File: config.mk
export PLATFORM = sky130hd
export DESIGN_NAME = ccd_bin_seq
export DESIGN_NICKNAME = d
export VERILOG_FILES = /design/src/rtl/ccd_seq_pkg.sv /design/src/rtl/ccd_pulse_gen.sv /design/src/rtl/ccd_roi_pick.sv /design/src/rtl/ccd_roi_check.sv /design/src/rtl/ccd_bin_seq.sv
export SDC_FILE = /design/constraint.sdc
export NUM_CORES = 1
export LEC_CHECK = 0
export BUFFER_PORTS_ARGS = -buffer_cell sky130_fd_sc_hd__buf_2
export CAP_MARGIN = 5
export CORE_AREA = 5 5 239 241
export DETAILED_ROUTE_END_ITERATION = 16
export DIE_AREA = 0 0 244 246
export MAX_ROUTING_LAYER = met4
export SYNTH_ARGS = -nofsm -noshare
export SYNTH_HDL_FRONTEND = slang
export SYNTH_HIERARCHICAL = 1
export SYNTH_SLANG_ARGS = --single-unit
File: constraint.sdc
create_clock -name clk -period 5.1 [get_ports clk]
set_input_delay 0.51 -clock clk [delete_from_list [all_inputs] [get_ports clk]]
set_output_delay 0.51 -clock clk [all_outputs]
set_load 0.02 [all_outputs]
File: src/rtl/ccd_seq_pkg.sv
package ccd_seq_pkg;

    // kind of pulse requested from the pulse generator
    typedef enum logic [1:0] {
        PK_NONE = 2'd0,
        PK_V    = 2'd1,
        PK_H    = 2'd2,
        PK_R    = 2'd3
    } pulse_kind_e;

    // readout sequencer states
    typedef enum logic [3:0] {
        ST_IDLE   = 4'd0,
        ST_NEXT   = 4'd1,
        ST_SKIPV  = 4'd2,
        ST_FLUSH  = 4'd3,
        ST_ROWV   = 4'd4,
        ST_LEAD   = 4'd5,
        ST_RST    = 4'd6,
        ST_BINH   = 4'd7,
        ST_SETTLE = 4'd8,
        ST_CONV   = 4'd9,
        ST_TRAIL  = 4'd10,
        ST_ROWEND = 4'd11,
        ST_DONE   = 4'd12
    } seq_state_e;

endpackage

File: src/rtl/ccd_pulse_gen.sv
module ccd_pulse_gen
    import ccd_seq_pkg::*;
#(
    parameter int PW_W = 8
) (
    input  logic            clk,
    input  logic            rst_n,
    input  logic            req,
    input  pulse_kind_e     kind,
    input  logic [PW_W-1:0] width,
    output logic            vshift,
    output logic            hshift,
    output logic            node_rst,
    output logic            pulse_done
);

    typedef enum logic [1:0] {
        PG_IDLE = 2'd0,
        PG_HIGH = 2'd1,
        PG_GAP  = 2'd2
    } pg_state_e;

    typedef struct packed {
        pg_state_e   st;
        pulse_kind_e kind;
        logic [PW_W-1:0] cnt;
    } pg_t;

    pg_t pg_q, pg_d;
    logic [PW_W-1:0] width_n;

    always_comb begin
        width_n = (width == '0) ? PW_W'(1) : width;
        pg_d    = pg_q;
        case (pg_q.st)
            PG_IDLE: begin
                if (req) begin
                    pg_d.st   = PG_HIGH;
                    pg_d.kind = kind;
                    pg_d.cnt  = width_n;
                end
            end
            PG_HIGH: begin
                if (pg_q.cnt == PW_W'(1)) begin
                    pg_d.st = PG_GAP;
                end else begin
                    pg_d.cnt = pg_q.cnt - PW_W'(1);
                end
            end
            PG_GAP:  pg_d.st = PG_IDLE;
            default: pg_d.st = PG_IDLE;
        endcase
    end

    always_ff @(posedge clk or negedge rst_n) begin
        if (!rst_n) begin
            pg_q.st   <= PG_IDLE;
            pg_q.kind <= PK_NONE;
            pg_q.cnt  <= '0;
        end else begin
            pg_q <= pg_d;
        end
    end

    assign vshift     = (pg_q.st == PG_HIGH) && (pg_q.kind == PK_V);
    assign hshift     = (pg_q.st == PG_HIGH) && (pg_q.kind == PK_H);
    assign node_rst   = (pg_q.st == PG_HIGH) && (pg_q.kind == PK_R);
    assign pulse_done = (pg_q.st == PG_GAP);

endmodule

File: src/rtl/ccd_roi_pick.sv
module ccd_roi_pick #(
    parameter int NUM_ROI = 2,
    parameter int W       = 8,
    parameter int BW      = 4,
    parameter int IDX_W   = 2
) (
    input  logic [IDX_W-1:0]          idx,
    input  logic [NUM_ROI-1:0]        roi_en,
    input  logic [NUM_ROI-1:0][W-1:0] roi_row0,
    input  logic [NUM_ROI-1:0][W-1:0] roi_nsrows,
    input  logic [NUM_ROI-1:0][W-1:0] roi_col0,
    input  logic [NUM_ROI-1:0][W-1:0] roi_nscols,
    input  logic [NUM_ROI-1:0][BW-1:0] roi_bx,
    input  logic [NUM_ROI-1:0][BW-1:0] roi_by,
    output logic              s_en,
    output logic [W-1:0]      s_row0,
    output logic [W-1:0]      s_nsr,
    output logic [W-1:0]      s_col0,
    output logic [W-1:0]      s_nsc,
    output logic [BW-1:0]     s_bx,
    output logic [BW-1:0]     s_by
);

    logic [NUM_ROI-1:0][BW-1:0] bx_n, by_n;

    // a zero bin factor acts as one
    for (genvar k = 0; k < NUM_ROI; k++) begin : g_norm
        assign bx_n[k] = (roi_bx[k] == '0) ? BW'(1) : roi_bx[k];
        assign by_n[k] = (roi_by[k] == '0) ? BW'(1) : roi_by[k];
    end

    always_comb begin
        s_en   = 1'b0;
        s_row0 = '0;
        s_nsr  = '0;
        s_col0 = '0;
        s_nsc  = '0;
        s_bx   = BW'(1);
        s_by   = BW'(1);
        for (int k = 0; k < NUM_ROI; k++) begin
            if (idx == IDX_W'(k)) begin
                s_en   = roi_en[k];
                s_row0 = roi_row0[k];
                s_nsr  = roi_nsrows[k];
                s_col0 = roi_col0[k];
                s_nsc  = roi_nscols[k];
                s_bx   = bx_n[k];
                s_by   = by_n[k];
            end
        end
    end

endmodule

File: src/rtl/ccd_roi_check.sv
module ccd_roi_check #(
    parameter int NUM_ROI = 2,
    parameter int W       = 8,
    parameter int BW      = 4
) (
    input  logic [W-1:0]               cfg_rows,
    input  logic [W-1:0]               cfg_cols,
    input  logic [NUM_ROI-1:0]         roi_en,
    input  logic [NUM_ROI-1:0][W-1:0]  roi_row0,
    input  logic [NUM_ROI-1:0][W-1:0]  roi_nsrows,
    input  logic [NUM_ROI-1:0][W-1:0]  roi_col0,
    input  logic [NUM_ROI-1:0][W-1:0]  roi_nscols,
    input  logic [NUM_ROI-1:0][BW-1:0] roi_bx,
    input  logic [NUM_ROI-1:0][BW-1:0] roi_by,
    output logic                       cfg_ok
);

    localparam int EW = W + BW + 1;

    logic [NUM_ROI-1:0][EW-1:0] row_end;
    logic [NUM_ROI-1:0][EW-1:0] col_end;
    logic [NUM_ROI-1:0]         local_bad;

    for (genvar k = 0; k < NUM_ROI; k++) begin : g_roi
        logic [BW-1:0] bxn, byn;
        assign bxn = (roi_bx[k] == '0) ? BW'(1) : roi_bx[k];
        assign byn = (roi_by[k] == '0) ? BW'(1) : roi_by[k];
        assign row_end[k] = EW'(roi_row0[k]) + EW'(roi_nsrows[k]) * EW'(byn);
        assign col_end[k] = EW'(roi_col0[k]) + EW'(roi_nscols[k]) * EW'(bxn);
        assign local_bad[k] = roi_en[k] &&
                              ((roi_nsrows[k] == '0) || (roi_nscols[k] == '0) ||
                               (row_end[k] > EW'(cfg_rows)) ||
                               (col_end[k] > EW'(cfg_cols)));
    end

    // ordering: each enabled region starts at or below the end of the previous one
    always_comb begin
        logic [EW-1:0] prev_end;
        prev_end = '0;
        cfg_ok   = 1'b1;
        for (int k = 0; k < NUM_ROI; k++) begin
            if (roi_en[k]) begin
                if (local_bad[k] || (EW'(roi_row0[k]) < prev_end)) begin
                    cfg_ok = 1'b0;
                end
                prev_end = row_end[k];
            end
        end
    end

endmodule

File: src/rtl/ccd_bin_seq.sv
module ccd_bin_seq
    import ccd_seq_pkg::*;
#(
    parameter int NUM_ROI = 2,
    parameter int W       = 8,
    parameter int BW      = 4,
    parameter int PW_W    = 8,
    parameter int CNT_W   = 16
) (
    input  logic                       clk,
    input  logic                       rst_n,
    input  logic                       start,
    input  logic [W-1:0]               cfg_rows,
    input  logic [W-1:0]               cfg_cols,
    input  logic [PW_W-1:0]            cfg_pulse_w,
    input  logic [PW_W-1:0]            cfg_settle,
    input  logic [NUM_ROI-1:0]         roi_en,
    input  logic [NUM_ROI-1:0][W-1:0]  roi_row0,
    input  logic [NUM_ROI-1:0][W-1:0]  roi_nsrows,
    input  logic [NUM_ROI-1:0][W-1:0]  roi_col0,
    input  logic [NUM_ROI-1:0][W-1:0]  roi_nscols,
    input  logic [NUM_ROI-1:0][BW-1:0] roi_bx,
    input  logic [NUM_ROI-1:0][BW-1:0] roi_by,
    output logic                       vshift,
    output logic                       hshift,
    output logic                       node_rst,
    output logic                       convert,
    output logic                       frame_done,
    output logic                       cfg_err,
    output logic [CNT_W-1:0]           spix_count
);

    localparam int EW    = W + BW + 1;
    localparam int IDX_W = $clog2(NUM_ROI + 1);

    typedef struct packed {
        seq_state_e       st;
        logic             wait_pg;
        logic [EW-1:0]    cnt;
        logic [EW-1:0]    cur_row;
        logic [IDX_W-1:0] idx;
        logic [W-1:0]     sr;
        logic [W-1:0]     sc;
        logic [CNT_W-1:0] pix;
        logic             err;
    } seq_t;

    seq_t q, d;

    logic          cfg_ok;
    logic          s_en;
    logic [W-1:0]  s_row0, s_nsr, s_col0, s_nsc;
    logic [BW-1:0] s_bx, s_by;
    logic [EW-1:0] s_rows_cov, s_col_end, s_trail;

    logic          pg_req, pg_done, last;
    pulse_kind_e   pg_kind;

    ccd_roi_check #(.NUM_ROI(NUM_ROI), .W(W), .BW(BW)) u_check (
        .cfg_rows   (cfg_rows),
        .cfg_cols   (cfg_cols),
        .roi_en     (roi_en),
        .roi_row0   (roi_row0),
        .roi_nsrows (roi_nsrows),
        .roi_col0   (roi_col0),
        .roi_nscols (roi_nscols),
        .roi_bx     (roi_bx),
        .roi_by     (roi_by),
        .cfg_ok     (cfg_ok)
    );

    ccd_roi_pick #(.NUM_ROI(NUM_ROI), .W(W), .BW(BW), .IDX_W(IDX_W)) u_pick (
        .idx        (q.idx),
        .roi_en     (roi_en),
        .roi_row0   (roi_row0),
        .roi_nsrows (roi_nsrows),
        .roi_col0   (roi_col0),
        .roi_nscols (roi_nscols),
        .roi_bx     (roi_bx),
        .roi_by     (roi_by),
        .s_en       (s_en),
        .s_row0     (s_row0),
        .s_nsr      (s_nsr),
        .s_col0     (s_col0),
        .s_nsc      (s_nsc),
        .s_bx       (s_bx),
        .s_by       (s_by)
    );

    ccd_pulse_gen #(.PW_W(PW_W)) u_pulse (
        .clk        (clk),
        .rst_n      (rst_n),
        .req        (pg_req),
        .kind       (pg_kind),
        .width      (cfg_pulse_w),
        .vshift     (vshift),
        .hshift     (hshift),
        .node_rst   (node_rst),
        .pulse_done (pg_done)
    );

    assign s_rows_cov = EW'(s_nsr) * EW'(s_by);
    assign s_col_end  = EW'(s_col0) + EW'(s_nsc) * EW'(s_bx);
    assign s_trail    = EW'(cfg_cols) - s_col_end;

    always_comb begin
        d       = q;
        pg_req  = 1'b0;
        pg_kind = PK_NONE;
        last    = 1'b0;

        // kind of pulse each pulse-issuing state asks for
        case (q.st)
            ST_SKIPV, ST_ROWV:                    pg_kind = PK_V;
            ST_FLUSH, ST_LEAD, ST_BINH, ST_TRAIL: pg_kind = PK_H;
            ST_RST:                               pg_kind = PK_R;
            default:                              pg_kind = PK_NONE;
        endcase

        // common pulse stepping: request, wait for the gap cycle, count down
        if (pg_kind != PK_NONE) begin
            if (!q.wait_pg) begin
                pg_req    = 1'b1;
                d.wait_pg = 1'b1;
            end else if (pg_done) begin
                d.wait_pg = 1'b0;
                d.cnt     = q.cnt - EW'(1);
                last      = (q.cnt == EW'(1));
            end
        end

        case (q.st)
            ST_IDLE: begin
                if (start) begin
                    d.pix     = '0;
                    d.cur_row = '0;
                    d.idx     = '0;
                    d.wait_pg = 1'b0;
                    d.err     = !cfg_ok;
                    d.st      = cfg_ok ? ST_NEXT : ST_DONE;
                end
            end
            ST_NEXT: begin
                if (q.idx == IDX_W'(NUM_ROI)) begin
                    d.st = ST_DONE;
                end else if (!s_en) begin
                    d.idx = q.idx + IDX_W'(1);
                end else begin
                    d.sr = '0;
                    if (EW'(s_row0) > q.cur_row) begin
                        d.cnt = EW'(s_row0) - q.cur_row;
                        d.st  = ST_SKIPV;
                    end else begin
                        d.cnt = EW'(s_by);
                        d.st  = ST_ROWV;
                    end
                end
            end
            ST_SKIPV: begin
                if (last) begin
                    d.cnt = EW'(cfg_cols);
                    d.st  = ST_FLUSH;
                end
            end
            ST_FLUSH: begin
                if (last) begin
                    d.cnt = EW'(s_by);
                    d.st  = ST_ROWV;
                end
            end
            ST_ROWV: begin
                if (last) begin
                    d.sc = '0;
                    if (s_col0 != '0) begin
                        d.cnt = EW'(s_col0);
                        d.st  = ST_LEAD;
                    end else begin
                        d.cnt = EW'(1);
                        d.st  = ST_RST;
                    end
                end
            end
            ST_LEAD: begin
                if (last) begin
                    d.cnt = EW'(1);
                    d.st  = ST_RST;
                end
            end
            ST_RST: begin
                if (last) begin
                    d.cnt = EW'(s_bx);
                    d.st  = ST_BINH;
                end
            end
            ST_BINH: begin
                if (last) begin
                    d.cnt = EW'(cfg_settle);
                    d.st  = ST_SETTLE;
                end
            end
            ST_SETTLE: begin
                if (q.cnt == '0) begin
                    d.st = ST_CONV;
                end else begin
                    d.cnt = q.cnt - EW'(1);
                end
            end
            ST_CONV: begin
                d.pix = q.pix + CNT_W'(1);
                d.sc  = q.sc + W'(1);
                if (q.sc + W'(1) == s_nsc) begin
                    if (s_trail != '0) begin
                        d.cnt = s_trail;
                        d.st  = ST_TRAIL;
                    end else begin
                        d.st = ST_ROWEND;
                    end
                end else begin
                    d.cnt = EW'(1);
                    d.st  = ST_RST;
                end
            end
            ST_TRAIL: begin
                if (last) begin
                    d.st = ST_ROWEND;
                end
            end
            ST_ROWEND: begin
                d.sr = q.sr + W'(1);
                if (q.sr + W'(1) == s_nsr) begin
                    d.cur_row = EW'(s_row0) + s_rows_cov;
                    d.idx     = q.idx + IDX_W'(1);
                    d.st      = ST_NEXT;
                end else begin
                    d.cnt = EW'(s_by);
                    d.st  = ST_ROWV;
                end
            end
            ST_DONE:  d.st = ST_IDLE;
            default:  d.st = ST_IDLE;
        endcase
    end

    always_ff @(posedge clk or negedge rst_n) begin
        if (!rst_n) begin
            q.st      <= ST_IDLE;
            q.wait_pg <= 1'b0;
            q.cnt     <= '0;
            q.cur_row <= '0;
            q.idx     <= '0;
            q.sr      <= '0;
            q.sc      <= '0;
            q.pix     <= '0;
            q.err     <= 1'b0;
        end else begin
            q <= d;
        end
    end

    assign convert    = (q.st == ST_CONV);
    assign frame_done = (q.st == ST_DONE);
    assign cfg_err    = q.err;
    assign spix_count = q.pix;

endmodule

==> reports/qor.yml, run 1 <==
grtUsageTotal_pct: 18.4
ys.flop_type: "dfrtp_1"
wl_per_cell_um: 18.0
cts_tree: "yes"
numCtsBuffers: 9
crit_slowest_cell: "fa_1"
fin_crit_ns: 5.38
cp.required_ns: 5.34
grt_pass1_vias: 16021
min_period_over_period_pct: 106
root_buffer: "clkbuf_16"
ys_seq_area_share_pct: 12.1
setup_violations: 3
synth_area_leaders: "fa_1 (15%), ha_1 (15%), dfrtp_1 (12%)"
drcViolationCount: 0
path_delay_family: "adder cells"
max_slew.worst_pin.slew_ns: 1.02
synth_top_area_cell: "fa_1"
ys_warn_count: 6
antenna_found_initial: 3
syn-num-nets: 2460
wl_met1_mm: 25.1
fin_setup_tns_ns: -0.606
synthArstFlopShare_pct: 100
cts_hold_buf: 0
syn_area_per_cell_sq_um: 7.97
worst_slack_ns: -0.281
ys_ff_latch: 78
rows: 86
cpMostUsedCell: "fa_1"
rsz0062_at_grt: "yes"
cp_num_buf_inv: 6
grt_pass1_wl_mm: 87.6
hold_viol: 0
place_congestion: 0.996
cp-end-kind: "flop"
drt-total-wl_mm: 55.3
fmax_mhz: 186
die_h_um: 246
cpPeakStageDelay_ns: 0.50
worstSetupPathDepth: 27
r2r_cells: 21
status: "complete, but fails checks"
avgViaCountPerCell: 5.20
highest_layer: "met4"
cts.sinks: 78
ys_types: 106
cts.path.max_buffers: 2
wl_met3_mm: 2.81
startpoint_type: "input port"
maxCapViolCount: 0
grt_start_max_net_pins: 44
finClkSkew_ns: 0.0138
ant_nets: 0
dp_slack_ns: -0.864
coreArea_sq_mm: 0.0547
die_x_um: 244
crit_fanout: 7
synth_edf_count: 0
io_pins: 139
crit_type: "in2reg"
syn-cell-area_sq_mm: 0.0162
cp.arrival_ns: 5.62
hold_class: "in2async"
grt-ovfl-total: 0
vias: 15946
final_net_count: 2786
die-area_sq_mm: 0.0600
finalMaxSlewViolations: 0
synth.top_cell.area_share_pct: 15.2
max_slew_margin_pct: 31.6
first_iter_violations: 1164
drtPass1Iterations: 6
area_growth_pct: 25.4
wl_met2_mm: 26.3
violations: "negative setup slack"
dp_hpwl_mm: 45.9
synthCells: 2028
drive_above_1_share_pct: 24.2
fin_util_pct: 37.1
port_buffers: 138
clk_pin_slew_ns: 0.07
clk_latency_ns: 0.36
initial_utilization_pct: 29.6
htree_num_levels: 3
## path summary, 6_finish.rpt
kind / start / slack (ns) / to
min in group clk: cfg_pulse_w[0] / 0.44 / u_pulse/pg_q[0]
worst min-delay path: rst_n / 0.11 / q[21]
worst max register to register: q[33] / 0.02 / q[62]
worst min register to register: cfg_err / 0.48 / cfg_err
worst max-delay path: roi_bx[5] / -0.28 / q[64]
max in group asynchronous: rst_n / 3.93 / q[33]
## routing by layer
layer / track usage [%] / vias up
li1: - / 7666
met1: 24.3 / 7734
met2: 30.5 / 479
met3: 2.07 / 67
met4: 4.28 / 0
met5: - / -
## sequential cells by signal, summed over array words and instances, names as in the netlist
name / cells
q: 49
spix_count: 16
u_pulse/pg_q: 12
cfg_err: 1
## repair_timing
| item | CTS | global route |
|---|---|---|
| endpoints found under the setup margin | 17 | 21 |
| gates cloned | 0 | 1 |
| resized for setup | 49 | 102 |
| pin swaps | 30 | 66 |
| buffers inserted | 9 | 20 |
## cell usage after synthesis (20+ instances only)
library cell  instances
nor3_1               41
nor4_1               24
and2_1              109
mux2i_1              50
o31ai_1              20
xnor2_1              40
a21o_1               21
buf_4                20
o21ai_0             110
nand2b_1             20
ha_1                192
nor2_1              151
nand3_1              49
and3_1               20
fa_1                123
clkbuf_1             30
xor2_1               24
dfrtp_1              78
a21oi_1              95
nand2_1             186
nand4_1              20
nor2b_1              48
inv_1               267
## area by class of cell
cell class	instances	area [sq um]
Tap cell	704	881
Clock buffer	9	225
Sequential cell	78	1950
Fill cell	5650	34400
Multi-Input combinational cell	1610	13500
Antenna cell	3	7.51
Clock inverter	7	57.6
Timing Repair Buffer	387	2670
Inverter	268	1010
## cells by family after synthesis
| family | after synthesis | share of synthesized area [%] |
|---|---|---|
| AND/OR/NAND/NOR | 743 | 24.0 |
| AO/OA/AOI/OAI | 433 | 18.1 |
| buffers and inverters | 340 | 8.85 |
| adder cells (fa/ha/maj) | 316 | 30.1 |
| flip-flops | 78 | 12.1 |
| XOR/XNOR | 64 | 3.47 |
| multiplexers | 54 | 3.37 |
## through the flow
step / area (sq um) / hold slack [ns] / instances
6_report: 20300 / 0.113 / 3066
5_1_grt: 20300 / 0.149 / 3066
4_1_cts: 19700 / 0.132 / 3042
3_5_place_dp: 19100 / 0.467 / 3017
3_3_place_gp: 19100 / 0.466 / 3017
2_1_floorplan: 16300 / 0.214 / 2028
## placed cells by master (no fill, tap or decap), types with 12 or more instances in the layout
| master | synthesis | routed |
|---|---|---|
| and2_1 | 109 | 102 |
| a21oi_1 | 95 | 83 |
| o211ai_1 | 12 | 12 |
| o31ai_1 | 20 | 19 |
| buf_2 | 11 | 130 |
| nand2_1 | 186 | 179 |
| nor2_1 | 151 | 141 |
| mux2i_1 | 50 | 46 |
| nand4_1 | 20 | 20 |
| inv_1 | 267 | 265 |
| or3_1 | 15 | 13 |
| buf_4 | 20 | 244 |
| a211oi_1 | 19 | 15 |
| nand2b_1 | 20 | 20 |
| o21ai_0 | 110 | 100 |
| dfrtp_1 | 78 | 77 |
| nand3_1 | 49 | 45 |
| ha_4 | 0 | 16 |
| ha_1 | 192 | 174 |
| xnor2_1 | 40 | 40 |
| nor2b_1 | 48 | 46 |
| a21oi_2 | 1 | 12 |
| fa_1 | 123 | 115 |
| o21a_1 | 14 | 14 |
| and3_1 | 20 | 19 |
| a31oi_1 | 14 | 13 |
| a21o_1 | 21 | 21 |
| xor2_1 | 24 | 23 |
| nor4_1 | 24 | 21 |
| nor3_1 | 41 | 36 |
Power of run 1 is not shown: default switching activity piles up to over one toggle a cycle in this logic, so the estimate is an artifact.
==> run 2: changes to the inputs <==
Settings changed: CORE_AREA 5 5 239 241 to 5 5 306 188, DIE_AREA 0 0 244 246 to 0 0 311 193, RECOVER_POWER set to 100.
==> run 2 against run 1 <==
  * The flow finishes with violations (max-capacitance violations, max-slew violations, negative setup slack)
  * Die area about the same
  * Via count is 2.0% higher
  * Critical path depth is 1 lower
  * Fmax is 1.2% lower
  * Clock skew is 0.0025 ns lower
  * First-iteration DRC count increased by 37%
  * Non-clock buffer count rose by 32
  * Count of clock-buffer cells in the layout is 2 higher
  * Sequential share of layout area is 0.18 points lower
  * Worst setup slack worse by 0.065 ns
  * Highest routed layer unchanged
==> reports/qor.yml, run 2 (synthesis gave the netlist of run 1 again) <==
finClkSkew_ns: 0.0113  # was 0.0138 ns
area_growth_pct: 27.9  # was 25.4%
layout_common_cells: "buf_4 (268), inv_1 (260), nand2_1 (182)"  # was inv_1 (265), buf_4 (244), nand2_1 (179)
wl_per_cell_um: 18.8  # was 18.0 um
max_slew.worst_pin.slew_ns: 2.62  # was 1.02 ns
io_pins: 139  # unchanged
hold_class: "in2reg"  # was in2async
max_slew_margin_pct: -74.4  # was 31.6%
worst_slack_ns: -0.346  # was -0.281 ns
maxCapViolCount: 2  # was 0
violations: "max-capacitance violations, max-slew violations, negative setup slack"  # was negative setup slack
crit_slowest_cell: "fa_1"  # unchanged
drtPass1Iterations: 5  # was 6
clk_latency_ns: 0.36  # about the same
cp_num_buf_inv: 4  # was 6
crit_fanout: 6  # was 7
grtUsageTotal_pct: 19.6  # was 18.4%
hold_depth: 3
die_h_um: 193  # was 246 um
cpPeakStageDelay_ns: 0.54  # was 0.50 ns
root_buffer: "clkbuf_16"  # unchanged
cp.required_ns: 5.33  # was 5.34 ns
place_congestion: 0.941  # was 0.996
rows: 67  # was 86
dpl_cell_area_sq_mm: 0.0193  # was 0.0191 sq mm
top_register: "q"  # unchanged
coreArea_sq_mm: 0.0548  # was 0.0547 sq mm
regArea_sq_mm: 0.00195  # about the same
fmax_mhz: 184  # was 186 MHz
cp-startpoint: "roi_bx[5]"  # unchanged
worstSetupPathDepth: 26  # was 27
drt-total-wl_mm: 58.7  # was 55.3 mm
status: "complete, but fails checks"  # unchanged
ant_nets: 0  # unchanged
final_net_count: 2818  # was 2786
rrSetupSlack_ns: -0.12  # was 0.02 ns
drive_above_1_share_pct: 24.7  # was 24.2%
cts.sinks: 78  # unchanged
cts.path.max_buffers: 2  # unchanged
rsz0062_at_grt: "yes"  # unchanged
setup_violations: 16  # was 3
grt_pass1_vias: 16007  # was 16021
r2r_cells: 18  # was 21
clk_pin_slew_ns: 0.07  # about the same
fin_crit_ns: 5.45  # was 5.38 ns
initial_utilization_pct: 29.5  # was 29.6%
fill_cells: 5663  # was 5650
port_buffers: 138  # unchanged
startpoint_type: "input port"  # unchanged
cts_tree: "yes"  # unchanged
min_period_over_period_pct: 107  # was 106%
die_x_um: 311  # was 244 um
hold_viol: 0  # unchanged
multi_input_area_sq_mm: 0.0136  # was 0.0135 sq mm
grt_pass1_wl_mm: 91.6  # was 87.6 mm
cp-end-kind: "flop"  # unchanged
avgViaCountPerCell: 5.22  # was 5.20
path_delay_family: "adder cells"  # unchanged
drcViolationCount: 0  # unchanged
r2r-start: "q[34]"  # was q[33]
finalMaxSlewViolations: 62  # was 0
largest_reg_flops: 49  # unchanged
endpoint: "q[64]"  # unchanged
first_iter_violations: 1594  # was 1164
die-area_sq_mm: 0.0600  # about the same
cp.arrival_ns: 5.67  # was 5.62 ns
grt-ovfl-total: 0  # unchanged
r2r-end: "q[59]"  # was q[62]
mostFrequentLayoutCell: "buf_4"  # was inv_1
grt_start_max_net_pins: 45  # was 44
numCtsBuffers: 9  # unchanged
crit_type: "in2reg"  # unchanged
dp_hpwl_mm: 49.0  # was 45.9 mm
htree_num_levels: 3  # unchanged
antenna_found_initial: 1  # was 3
vias: 16258  # was 15946
post-route-cell-area_sq_mm: 0.0207  # was 0.0203 sq mm
run 2: cell types whose count changed in the layout (fill, tap and decap cells not counted), moves of 4 or more:
cell,before,now
and2_1,102,95
buf_6,6,13
clkbuf_1,0,26
nor2_1,141,137
buf_4,244,268
fa_1,115,119
inv_1,265,260
inv_2,2,7
nand3_2,6,2
and2_4,7,14
fa_2,8,4
buf_2,130,107
run 2: layout make-up:
class | instances | share of cell area (%)
Timing Repair Buffer | 419 | 14.0
Antenna cell | 1 | 0.0121
Inverter | 268 | 4.86
Tap cell | 724 | 4.38
Clock inverter | 5 | 0.520
Sequential cell | 78 | 9.45
Clock buffer | 11 | 1.12
Multi-Input combinational cell | 1610 | 65.7
run 2: worst min path at each step:
stage / from / endpoint
final: cfg_pulse_w[0] / u_pulse/pg_q[0]
after CTS: rst_n / u_pulse/pg_q[6]
after global routing: cfg_pulse_w[0] / u_pulse/pg_q[0]
after global placement: spix_count[15] / spix_count[15]
after floorplan: rst_n / cfg_err
after detailed placement: q[40] / q[40]
run 2: worst min-delay path, stage by stage:
cell and delay (ns):
buf_2 0.07, o21ai_0 0.08, o211ai_1 0.09
run 2: stage by stage:
step	worst slack, ns	setup TNS (ns)	std cells	util, %	hold slack, ns
finish	-0.346	-1.84	3116	37.7	0.444
global route	-0.549	-3.89	3116	37.7	0.494
CTS	-0.270	-1.52	3105	37.1	0.198
detailed placement	-0.865	-9.97	3062	35.2	0.472
global placement	-0.734	-9.81	3062	35.2	0.468
floorplan	-0.132	-0.260	2028	-	0.214
run 2: repair_timing:
| action | 4_1_cts | 5_1_grt |
|---|---|---|
| buffers inserted | 29 | 12 |
| hold buffers | 0 | 0 |
| gates cloned | 0 | 1 |
| pin swaps | 63 | 39 |
| hold endpoints to repair | 0 | 0 |
| gates resized for setup | 111 | 73 |
| endpoints found under the setup margin | 17 | 21 |
run 2: per-layer routing:
layer | GRT usage, % | up-vias | part of all wire (%)
li1 | - | 7713 | -
met1 | 29.2 | 7969 | 50
met2 | 28.3 | 542 | 41
met3 | 4.03 | 34 | 8.3
met4 | 1.66 | 0 | 0.60
met5 | - | - | 0
Power of run 2 is left out for the same reason.
